==> config.mk <==
export PLATFORM = sky130hd
export DESIGN_NAME = chroma_qdemod
export DESIGN_NICKNAME = d
export VERILOG_FILES = /design/src/rtl/chroma_qdemod_pkg.sv /design/src/rtl/chroma_dto.sv /design/src/rtl/chroma_lpf.sv /design/src/rtl/chroma_qdemod.sv
export SDC_FILE = /design/constraint.sdc
export NUM_CORES = 1
export LEC_CHECK = 0
export BUFFER_PORTS_ARGS = -buffer_cell sky130_fd_sc_hd__buf_2
export CORE_MARGIN = 1.5
export CORE_UTILIZATION = 35
export CTS_BUF_LIST = sky130_fd_sc_hd__clkbuf_2
export CTS_CLUSTER_DIAMETER = 200
export DETAILED_ROUTE_END_ITERATION = 8
export GPL_TIMING_DRIVEN = 0
export SETUP_SLACK_MARGIN = 0.02
export SYNTH_ARGS = -nofsm -noshare
export SYNTH_HDL_FRONTEND = slang
export SYNTH_HIERARCHICAL = 1
export SYNTH_SLANG_ARGS = --single-unit
export TNS_END_PERCENT = 30
==> constraint.sdc <==
create_clock -name clk -period 17.5 [get_ports clk]
set_clock_uncertainty 0.1 [all_clocks]
set_input_delay 1.75 -clock clk [delete_from_list [all_inputs] [get_ports clk]]
set_output_delay 1.75 -clock clk [all_outputs]
set_load 0.005 [all_outputs]
==> src/rtl/chroma_qdemod_pkg.sv <==
package chroma_qdemod_pkg;
  localparam int SMP_W  = 8;               // chroma sample width
  localparam int PH_W   = 8;               // phase index width
  localparam int REF_W  = 8;               // reference width
  localparam int NSTAGE = 4;               // moving-average sections
  localparam int SEL_W  = $clog2(NSTAGE);
  localparam int OUT_W  = 8;
  localparam int PROD_W = SMP_W + REF_W;
  localparam int SUM_W  = PROD_W + NSTAGE;
  localparam int QTR    = 1 << (PH_W - 2);
  localparam int AMP    = (1 << (REF_W - 1)) - 1;
  localparam int OMAX   = (1 << (OUT_W - 1)) - 1;
  localparam int OMIN   = -(1 << (OUT_W - 1));

  // quarter-wave parabolic sine shape, mirrored and negated per quadrant
  function automatic logic signed [REF_W-1:0] ref_lookup(input logic [PH_W-1:0] ph);
    logic [PH_W-2:0] idx;
    int m;
    if (ph[PH_W-2]) idx = (PH_W-1)'(QTR - int'(ph[PH_W-3:0]));
    else            idx = {1'b0, ph[PH_W-3:0]};
    m = (int'(idx) * (2 * QTR - int'(idx)) * AMP) >>> (2 * (PH_W - 2));
    if (ph[PH_W-1]) m = -m;
    return REF_W'(m);
  endfunction

  // round half up, arithmetic shift, clamp to output range
  function automatic logic signed [OUT_W-1:0] round_sat(input logic signed [SUM_W-1:0] v,
                                                        input int sh);
    logic signed [SUM_W:0] t;
    int r;
    t = {v[SUM_W-1], v};
    t = t + ((SUM_W+1)'(1) << (sh - 1));
    t = t >>> sh;
    r = int'(t);
    if (r > OMAX) r = OMAX;
    if (r < OMIN) r = OMIN;
    return OUT_W'(r);
  endfunction
endpackage

==> src/rtl/chroma_dto.sv <==
module chroma_dto
  import chroma_qdemod_pkg::*;
#(
  parameter int ACC_W = 32
) (
  input  logic                    clk,
  input  logic                    rst,
  input  logic                    adv,
  input  logic [ACC_W-1:0]        inc,
  output logic [ACC_W-1:0]        phase_acc,
  output logic signed [REF_W-1:0] ref0,
  output logic signed [REF_W-1:0] ref90
);
  logic [PH_W-1:0] ph;

  always_ff @(posedge clk) begin
    if (rst)      phase_acc <= '0;
    else if (adv) phase_acc <= phase_acc + inc;
  end

  assign ph    = phase_acc[ACC_W-1 -: PH_W];
  assign ref0  = ref_lookup(ph);
  assign ref90 = ref_lookup(ph + PH_W'(QTR));
endmodule

==> src/rtl/chroma_lpf.sv <==
module chroma_lpf
  import chroma_qdemod_pkg::*;
(
  input  logic                     clk,
  input  logic                     rst,
  input  logic                     en,
  input  logic signed [PROD_W-1:0] din,
  input  logic [SEL_W-1:0]         sel,
  output logic signed [OUT_W-1:0]  q
);
  logic signed [SUM_W-1:0] tap  [0:NSTAGE];
  logic signed [SUM_W-1:0] hist [0:NSTAGE-1];
  logic [SEL_W:0]          nst;

  assign tap[0] = SUM_W'(din);

  for (genvar g = 0; g < NSTAGE; g++) begin : g_sec
    assign tap[g+1] = tap[g] + hist[g];
    always_ff @(posedge clk) begin
      if (rst)     hist[g] <= '0;
      else if (en) hist[g] <= tap[g];
    end
  end

  assign nst = {1'b0, sel} + 1'b1;

  always_ff @(posedge clk) begin
    if (rst)     q <= '0;
    else if (en) q <= round_sat(tap[nst], int'(nst) + REF_W - 1);
  end
endmodule

==> src/rtl/chroma_qdemod.sv <==
module chroma_qdemod
  import chroma_qdemod_pkg::*;
#(
  parameter int ACC_W = 32
) (
  input  logic                    clk,
  input  logic                    rst,
  input  logic                    in_valid,
  input  logic signed [SMP_W-1:0] chroma_in,
  input  logic [ACC_W-1:0]        phase_inc,
  input  logic [SEL_W-1:0]        filt_sel,
  output logic                    out_valid,
  output logic signed [OUT_W-1:0] u_out,
  output logic signed [OUT_W-1:0] v_out
);
  localparam int NCH = 2;

  logic [ACC_W-1:0]         phase_acc;
  logic signed [REF_W-1:0]  ref0, ref90;
  logic signed [REF_W-1:0]  refs [NCH];
  logic signed [PROD_W-1:0] prod [NCH];
  logic signed [OUT_W-1:0]  res  [NCH];
  logic                     prod_valid;
  logic [SEL_W-1:0]         sel_r;

  chroma_dto #(.ACC_W(ACC_W)) u_dto (
    .clk(clk), .rst(rst), .adv(in_valid), .inc(phase_inc),
    .phase_acc(phase_acc), .ref0(ref0), .ref90(ref90)
  );

  assign refs[0] = ref0;
  assign refs[1] = ref90;

  always_ff @(posedge clk) begin
    if (rst) begin
      prod_valid <= 1'b0;
      sel_r      <= '0;
      out_valid  <= 1'b0;
    end else begin
      prod_valid <= in_valid;
      out_valid  <= prod_valid;
      if (in_valid) sel_r <= filt_sel;
    end
  end

  for (genvar c = 0; c < NCH; c++) begin : g_ch
    always_ff @(posedge clk) begin
      if (rst)           prod[c] <= '0;
      else if (in_valid) prod[c] <= PROD_W'(chroma_in) * PROD_W'(refs[c]);
    end

    chroma_lpf u_lpf (
      .clk(clk), .rst(rst), .en(prod_valid),
      .din(prod[c]), .sel(sel_r), .q(res[c])
    );
  end

  assign u_out = res[0];
  assign v_out = res[1];
endmodule

==> impl_metrics.ini <==
[status]
run_status = finished, final reports clean

[route]
wl_um = 91720
num_vias = 30110
firstDrtPassIters = 5
viasPerCell = 5.106
detailedRoute.firstIterationViolations = 1654
drt.antenna.violating_nets = 0
routedWlPerCell_um = 15.56
detail_route.drc_violations = 0

[min_path]
min_delay_worst_endpoint = g_ch[1].u_lpf/q[7]
hold_path_class = flop to flop
holdPathStages = 2
worstHoldStart = g_ch[1].u_lpf/q[7]

[worst_setup_path]
timing.critical_path.slowest_cell_delay_ns = 0.55
r2r_setup_slack_ns = 0.94
timing_worst_setup_path_type = flop to flop
start_kind = flop
cp_slowest_cell = sky130_fd_sc_hd__clkbuf_1
worst-path-max-fanout = 13
timing.critical_path.to_type = flop
r2r-start = u_dto/phase_acc[24]
crit_path_frequent_cell = sky130_fd_sc_hd__fa_1
r2r_cells = 54
crit_arrival_ns = 17.17
endpoint_required_time_on_the_critical_path_ns = 18.12
reg2reg_to = prod[0][15]

[yosys]
synthFlopType = sky130_fd_sc_hd__edfxtp_1
syn-instance-count = 4268
count_of_flip_flops_with_a_built_in_enable_after_synthesis = 184
synth.yosys.warnings = 6
share_of_async_settable_or_async_resettable_flops_after_synthesis_pct = 0
mappedNetlistArea_mm2 = 0.03757
ys_seq_area_share_pct = 17.48
avgSynthCellArea_um2 = 8.803
ffs_latches_synth = 236
ys_types = 132

[sta]
setup_tns_ns = 0
timing.final.max_slew_violations = 0
hold_viol_final = 0
achievable-frequency_ghz = 0.06040
worst_slew_margin_rel_pct = 24.18
final_layout_worst_hold_slack_ns = 0.3648
timing_worst_slew_pin_value_ns = 1.137
rsz0062_at_grt = false
post-route-min-period_ns = 16.56
post-route-period-util_pct = 94.61
setup_violations = 0

[grt]
grt_antenna_before_repair = 12
grt_overflow = 0
grt_pass1_wl_um = 146800
vias_in_the_first_global_route = 29140
track_usage_pct = 16.59
grt_start_max_net_pins = 49

[clocking]
worstSkewPairLatency_ns = 0.95
tritoncts_clock_tree = built
ctsLongestPathBuffers = 3
clk_pin_slew_worst_paths_ns = 0.12
clock-sinks = 236
htreeDepth = 3
hold_buffers = 0
cts_buffers = 75
cts-root-buf = sky130_fd_sc_hd__clkbuf_2

[run]
max_cap_violations = 0

[floorplanning]
rows = 120
chipWidth_um = 330.6
initial_utilization_pct = 35.19
die_area_mm2 = 0.1093
core_area_mm2 = 0.1068
ios = 62
die_h_um = 330.6

[layout]
layout_common_cells = 636 x sky130_fd_sc_hd__inv_1, 461 x sky130_fd_sc_hd__ha_1, 304 x sky130_fd_sc_hd__nor2_1, 293 x sky130_fd_sc_hd__fa_1, 251 x sky130_fd_sc_hd__nand2_1
stdcell_area_mm2 = 0.04055
area_growth_syn_to_layout_pct = 7.936
drive_above_1_share_pct = 8.174
mostFrequentLayoutCell = sky130_fd_sc_hd__inv_1
design.final.nets = 5229

[placed_design]
detailedPlacementHpwl_um = 74830
placed_cell_area_mm2 = 0.03977
port_buffers = 61
gp_congestion = 0.8809
-- critical path, delay by kind of cell, from the launching register on --
kind / cells / cell delay (ns)
flops: 1 / 0.52
xor+xnor: 4 / 1.63
buf+inv: 13 / 1.90
fa+ha+maj: 17 / 7.36
compound gates: 10 / 2.42
simple gates: 10 / 2.34
-- final cells by class --
cell class,count,area (um^2)
Antenna cell,3,7.507
Buffer,107,429.2
Clock buffer,117,585.6
Clock inverter,20,133.9
Fill cell,10910,66200
Inverter,641,2411
Multi-Input combinational cell,3306,28300
Sequential cell,236,6566
Tap cell,1403,1755
Timing Repair Buffer,63,360.3
-- worst max path at each step --
stage / slack (ns) / endpoint / start / cells past startpoint
6_report: 0.94 / prod[0][15] / u_dto/phase_acc[24] / 54
5_1_grt: 0.09 / prod[0][13] / u_dto/phase_acc[24] / 55
4_1_cts: 0.33 / prod[0][15] / u_dto/phase_acc[24] / 55
3_5_place_dp: 0.37 / prod[0][15] / u_dto/phase_acc[24] / 55
3_3_place_gp: 0.44 / prod[0][15] / u_dto/phase_acc[24] / 51
2_1_floorplan: 2.87 / prod[0][14] / u_dto/phase_acc[24] / 54
-- stage by stage --
step	utilization, %	instances	worst slack, ns
after CTS	37.93	5893	0.3262
after global routing	37.99	5896	0.09202
after detailed placement	37.26	5756	0.3699
after global placement	37.20	5754	0.4371
after floorplan	-	4290	2.875
final	37.99	5896	0.9437
-- sequential cells by signal, summed over array words and instances, names as in the netlist --
signal           cells
g_ch.u_lpf/hist    152
g_ch.u_lpf/q        16
out_valid            1
prod                32
prod_valid           1
sel_r                2
u_dto/phase_acc     32
-- synthesized netlist by cell type (all sizes together) (60+ instances only) --
cell    number  area share, %
o21ai      177            2.4
nor3        91            1.3
and3        60            1.0
xnor2      166            4.0
inv        639            6.4
ha         461             15
nand2      251            2.5
nor2       307            3.1
clkbuf      78           0.78
edfxtp     184             15
and2       233            3.9
a21o        92            1.8
fa         293             16
xor2       109            2.6
a21oi      230            3.1
-- layer usage --
metal / track usage [%] / share of wire, % / vias up
li1: - / - / 15070
met2: 27.58 / 46 / 507
met5: 0 / 0.077 / -
met1: 21.97 / 46 / 14370
met3: 2.731 / 4.8 / 149
met4: 5.112 / 2.7 / 14
-- kinds of logic after synthesis --
group | count (synthesis) | synth area share [%]
simple gates | 1252 | 17.22
compound gates | 914 | 16.84
fa+ha+maj | 758 | 31.07
buf+inv | 748 | 7.543
xor+xnor | 276 | 6.671
flops | 236 | 17.48
mux | 80 | 3.137
other cells | 4 | 0.03995
-- repair_timing --
| item | in CTS | in global routing |
|---|---|---|
| gates resized for setup | 0 | 9 |
| buffers inserted | 0 | 0 |
| endpoints found under the setup margin | 0 | 11 |
Power is left out: the tool's default activity adds up to more than one toggle a clock period on the data nets, which glitch-free logic cannot reach.
